==> src/rtl/i2c_wake_ctl.sv <==
module i2c_wake_ctl #(
  parameter int GUARD = 3
) (
  input  logic       clk,
  input  logic       rst_n,
  input  logic       mod_en,
  input  logic       cfg_we,
  input  logic       cfg_sel,
  input  logic [7:0] cfg_wdata,
  output logic [7:0] cfg_rdata,
  input  logic       scl_in,
  input  logic       sda_in,
  input  logic       st_master,
  input  logic       st_ext,
  input  logic       st_addr,
  input  logic       st_start,
  input  logic       ev_start,
  input  logic       ev_stop,
  input  logic       ev_addr,
  input  logic       ev_ext,
  input  logic       stop_ie,
  input  logic       irq_ack,
  input  logic       stop_req,
  output logic       stop_active,
  output logic       wake,
  output logic       irq,
  input  logic       mst_req,
  output logic       mst_go,
  output logic       mode_sel,
  output logic       flt_en,
  output logic       prs_sel
);
  localparam int GW = $clog2(GUARD + 1);

  logic          wup, seen, lock, pend, err;
  logic [GW-1:0] guard;

  wire wr_ctl   = cfg_we && !cfg_sel;
  wire wr_sts   = cfg_we && cfg_sel;
  wire idle     = !(st_master || st_ext || st_addr || st_start);
  wire hit      = ev_addr || ev_ext;
  wire wup_set  = wr_ctl && cfg_wdata[7] && !wup && idle;
  wire wup_clr  = wr_ctl && !cfg_wdata[7] && wup;
  wire wake_now = wup && stop_active && hit;
  wire guard_ok = (guard == '0) && !wup_set;
  wire irq_set  = hit || (ev_stop && stop_ie && !wup);

  assign cfg_rdata = cfg_sel ? {7'b0, err}
                             : {wup, 1'b0, scl_in, sda_in, mode_sel, flt_en, 1'b0, prs_sel};

  always_ff @(posedge clk) begin
    if (!rst_n) begin
      {mode_sel, flt_en, prs_sel} <= '0;
    end else if (wr_ctl && !mod_en) begin
      mode_sel <= cfg_wdata[3];
      flt_en   <= cfg_wdata[2];
      prs_sel  <= cfg_wdata[0];
    end
  end

  always_ff @(posedge clk) begin
    if (!rst_n) begin
      wup   <= 1'b0;
      seen  <= 1'b0;
      lock  <= 1'b0;
      guard <= '0;
    end else begin
      if (wup && hit) seen <= 1'b1;
      if (ev_start || ev_stop) lock <= 1'b0;
      if (guard != '0) guard <= guard - 1'b1;
      if (wup_set) begin
        wup   <= 1'b1;
        seen  <= 1'b0;
        guard <= GW'(GUARD);
      end
      if (wup_clr) begin
        wup  <= 1'b0;
        seen <= 1'b0;
        if (!seen && !hit) lock <= 1'b1;
      end
    end
  end

  always_ff @(posedge clk) begin
    if (!rst_n) begin
      stop_active <= 1'b0;
      pend        <= 1'b0;
      wake        <= 1'b0;
    end else begin
      wake <= wake_now;
      if (stop_active) begin
        if (wake_now) stop_active <= 1'b0;
      end else if ((stop_req || pend) && guard_ok) begin
        stop_active <= 1'b1;
        pend        <= 1'b0;
      end else if (stop_req) begin
        pend <= 1'b1;
      end
    end
  end

  always_ff @(posedge clk) begin
    if (!rst_n) begin
      irq    <= 1'b0;
      mst_go <= 1'b0;
      err    <= 1'b0;
    end else begin
      if (irq_set) irq <= 1'b1;
      else if (irq_ack) irq <= 1'b0;
      mst_go <= mst_req && !lock;
      if (mst_req && lock) err <= 1'b1;
      else if (wr_sts && cfg_wdata[0]) err <= 1'b0;
    end
  end

  p_setup_hold_r3: assert property (@(posedge clk) disable iff (!rst_n)
    mod_en |=> $stable({mode_sel, flt_en, prs_sel}));

  p_wup_gate_r4: assert property (@(posedge clk) disable iff (!rst_n)
    $rose(wup) |-> $past(idle && wr_ctl && cfg_wdata[7]));

  p_wake_pulse_r5: assert property (@(posedge clk) disable iff (!rst_n)
    wake |=> !wake);

  p_wake_cause_r5: assert property (@(posedge clk) disable iff (!rst_n)
    wake |-> !stop_active && $past(ev_addr || ev_ext));

  p_stop_mask_r6: assert property (@(posedge clk) disable iff (!rst_n)
    $rose(irq) |-> $past(ev_addr || ev_ext || (ev_stop && stop_ie && !wup)));

  p_go_unlocked_r8: assert property (@(posedge clk) disable iff (!rst_n)
    mst_go |-> $past(mst_req && !lock));

  p_guard_r10: assert property (@(posedge clk) disable iff (!rst_n)
    $rose(stop_active) |-> !$past(wup_set, 1) && !$past(wup_set, 2) && !$past(wup_set, 3));
endmodule

==> config.mk <==
export PLATFORM = sky130hd
export DESIGN_NAME = i2c_wake_ctl
export DESIGN_NICKNAME = d
export VERILOG_FILES = /design/src/rtl/i2c_wake_ctl.sv
export SDC_FILE = /design/constraint.sdc
export NUM_CORES = 1
export LEC_CHECK = 0
export CAP_MARGIN = 15
export CORE_MARGIN = 2
export CORE_UTILIZATION = 38
export DETAILED_ROUTE_END_ITERATION = 10
export PLACE_DENSITY = 0.82
export REMOVE_ABC_BUFFERS = 1
export SLEW_MARGIN = 30
export SYNTH_ARGS = -nofsm -noshare
export SYNTH_HDL_FRONTEND = slang
export SYNTH_SLANG_ARGS = --single-unit
export TNS_END_PERCENT = 5
==> constraint.sdc <==
create_clock -name clk -period 1.8 [get_ports clk]
set_input_delay 0.18 -clock clk [delete_from_list [all_inputs] [get_ports clk]]
set_output_delay 0.18 -clock clk [all_outputs]
set_load 0.02 [all_outputs]
==> summary.md <==
| Metric | Value |
|---|---|
| TritonCTS buffer count | 3 |
| Synth top cells by count | dfxtp_1 (14), nor2b_1 (9), inv_1 (5) |
| DR vias | 609 |
| Multi-input logic area | roughly 370 um^2 |
| Int Power | 598 uW |
| Sw Ratio | 28.7% |
| Vias in the first global route | 503 |
| Setup Buffers After CTS | 0 |
| Register clock-pin slew on the reported worst setup and hold paths | 80 ps |
| P per Cell Area | 773 nW/um^2 |
| Avg Vias per Cell | between 4 and 5 |
| Post-synth top area share | 40.5% |
| Sequential share of the synthesized area | 40.5% |
| Area growth syn-to-layout | 56.8% |
| Worst Path Required | around 1600 ps |
| Gp weighted congestion | 0.704 |
| Cells along the critical path | inv_1, nor2_1, clkdlybuf4s50_1 |
| Residual DRC | 0 |
| Leakage power | roughly 0.0004 uW |
| Syn Inst Count | 69 |
| Die Y | around 47 um |
| Clk buf depth | 2 |
| Placed Instances | about 130 |
| Comb power frac | about a third |
| Fin cells | approximately 130 |
| CTS sink cnt | 14 |
| YS warnings | 0 |
| Slowest cell on crit path | clkdlybuf4s50_1 |
| CP max stage delay | 610 ps |
| Die width | ~47 um |
| Root buffer cell | clkbuf_4 |
| Startpoint Class | flop |
| Dpl hpwl | 1210 um |
| Clk_lat worst skew | 270 ps |
| Share of cells above drive strength 1 | 11.3% |
| Total core area | ~1700 um^2 |
| Final worst path period need | between 1500 and 2000 ps |
| Routed len/inst | 11.5 um |
| Initial Util | approximately two fifths |
| Largest net degree at the start of global routing | 13 |
| Worst Hold End | wake |
| # rows | 15 |
| I/O Buffers | 35 |
| Filler cell count | 142 |
| Delay-heaviest family, CP | buffers and inverters |
| Grt total ovfl | 0 |
| DRT Wirelength | 1500 um |
| Switch Pwr | 241 uW |
| Final Max Tran Viols | 0 |
| Clock power frac | 20.0% |
| TritonRoute pass-1 iters | 1 |
| Status | completed |
| Clock skew | 5.05 ps |
| Seq pwr share | 45.0% |
| Syn avg cell area | 10.0 um^2 |
| R2R Setup Slk | 610 ps |
| HP Class | flop to flop |
| Period Utilization, post-route | 95.8% |
| Post-synth EDFFs | 0 |
| R2R Path Start | wup |
| RSZ-0062 raised after global routing | no |
| NumNets Final | 136 |
| ANT cells | 0 |
| Hold_sp | stop_active |
| # setup viols final | 0 |
| Io pins | 42 |
| WHS Path Cells | 2 |
| Initial antenna violation count | 0 |
| H-tree levels | 1 |
| Seq cells post-synth | 14 |
| Most common flop cell mapped by yosys | dfxtp_1 |
| Area leader, netlist | dfxtp_1 |
| Largest cells by area after synthesis | dfxtp_1 (41%), nor2b_1 (8.1%), mux2i_1 (4.3%) |
| Post-route setup TNS | 0 ps |
| Die area | about 2200 um^2 |
| Register area | 280 um^2 |
| First-pass GRT wire length | ~2200 um |
| Setup Crit Path Kind | flop to output pin |
| Maximum fanout along the worst path | 5 |
| RR Endpoint | pend |
| Fmax | around 0.58 GHz |
| Cells on worst reg2reg path | 3 |
| Cts hold-fix bufs | 0 |
| CP Capture Type | output pin |
| Ys async rst share | 0% |
| Final ANT Viol Nets | 0 |
| Total track usage | approximately 15% |
| Max Cap Viol | 0 |
| WP buf/inv | 2 |
| Arrival time worst endpoint | 1540 ps |
| Mapped cell area | 692 um^2 |
| Unique cell type count in the Yosys netlist | 32 |
| VDD IR max | 0.519 mV |
| Initial DRC Count | 0 |
| Final hold violations | 0 |
| CTS tree | yes |
| Count leader, synth | dfxtp_1 |
| Post_cts resized | 0 |
worst max path at each step:
stage | end | cells after the start | slack [ps] | from
2_1_floorplan | guard[1] | 4 | 700 | guard[0]
3_3_place_gp | cfg_rdata[0] | 3 | 90 | cfg_sel
3_5_place_dp | cfg_rdata[0] | 3 | 90 | cfg_sel
4_1_cts | cfg_rdata[7] | 3 | 70 | wup
5_1_grt | cfg_rdata[7] | 3 | 7 | wup
6_report | cfg_rdata[7] | 3 | 80 | wup
layout make-up:
| class | count | area share, % |
|---|---|---|
| inverter | 5 | 1.73 |
| sequential | 14 | 25.8 |
| timing repair buffer | 37 | 33.7 |
| clock buffer | 3 | 2.08 |
| multi-input combinational | 47 | 33.8 |
| tap | 25 | 2.88 |
worst register-to-register path, cell delays in order, from the launching register on:
cell      delay [ps]
dfxtp_1          380
nor4b_4          300
nand2_2          140
a311oi_2         290
layout by cell type, fill, tap and decap left out, drive strengths merged, types with 3 or more instances in the layout:
master and n:
nor2 4, dfxtp 14, mux2i 3, nand2 4
inv 5, nor3b 4, clkdlybuf4s50 35, nor2b 9
clkbuf 3
state kept, by name, summed over array words and instances (netlist names):
name         count
guard            2
err              1
flt_en           1
irq              1
lock             1
mode_sel         1
mst_go           1
pend             1
prs_sel          1
seen             1
stop_active      1
wake             1
wup              1
per-stage QoR:
stage	hold slack, ps	total power [uW]	utilization, %	setup WS, ps	cell area, um^2
2_1_floorplan	298	558	-	699	666
3_3_place_gp	461	666	61.5	90.2	1060
6_report	484	839	62.8	75.3	1080
5_1_grt	537	892	62.8	6.69	1080
3_5_place_dp	474	682	61.5	88.0	1060
4_1_cts	487	853	62.8	65.7	1080
layer usage:
layer | up-vias | track usage (%) | share of wire, %
li1 | 312 | - | -
met1 | 267 | 17.1 | 42
met2 | 28 | 23.3 | 46
met3 | 2 | 4.31 | 11
met4 | 0 | 11.7 | 1.8
met5 | - | 0 | 0
cell families (layout without fill, tap and decap cells):
| group | Yosys count | after routing | share of synthesized area [%] |
|---|---|---|---|
| buffers and inverters | 9 | 45 | 7.05 |
| adders and majority gates | 1 | 1 | 1.81 |
| DFF | 14 | 14 | 40.5 |
| AOI/OAI and AO/OA | 10 | 10 | 11.4 |
| other | 1 | 2 | 0.542 |
| xor gates and xnor gates | 1 | 1 | 1.27 |
| and+or+nand+nor | 28 | 28 | 29.8 |
| muxes | 5 | 5 | 7.59 |
power by group through the flow:
| stage | Clock (uW) | Sequential, uW | Combinational (uW) |
|---|---|---|---|
| after floorplan | 0 | 400 | 158 |
| after global placement | 0 | 382 | 284 |
| after detailed placement | 0 | 386 | 296 |
| after CTS | 177 | 378 | 298 |
| after global routing | 192 | 384 | 315 |
| final | 168 | 378 | 293 |
(Power assumes the default switching activity.)
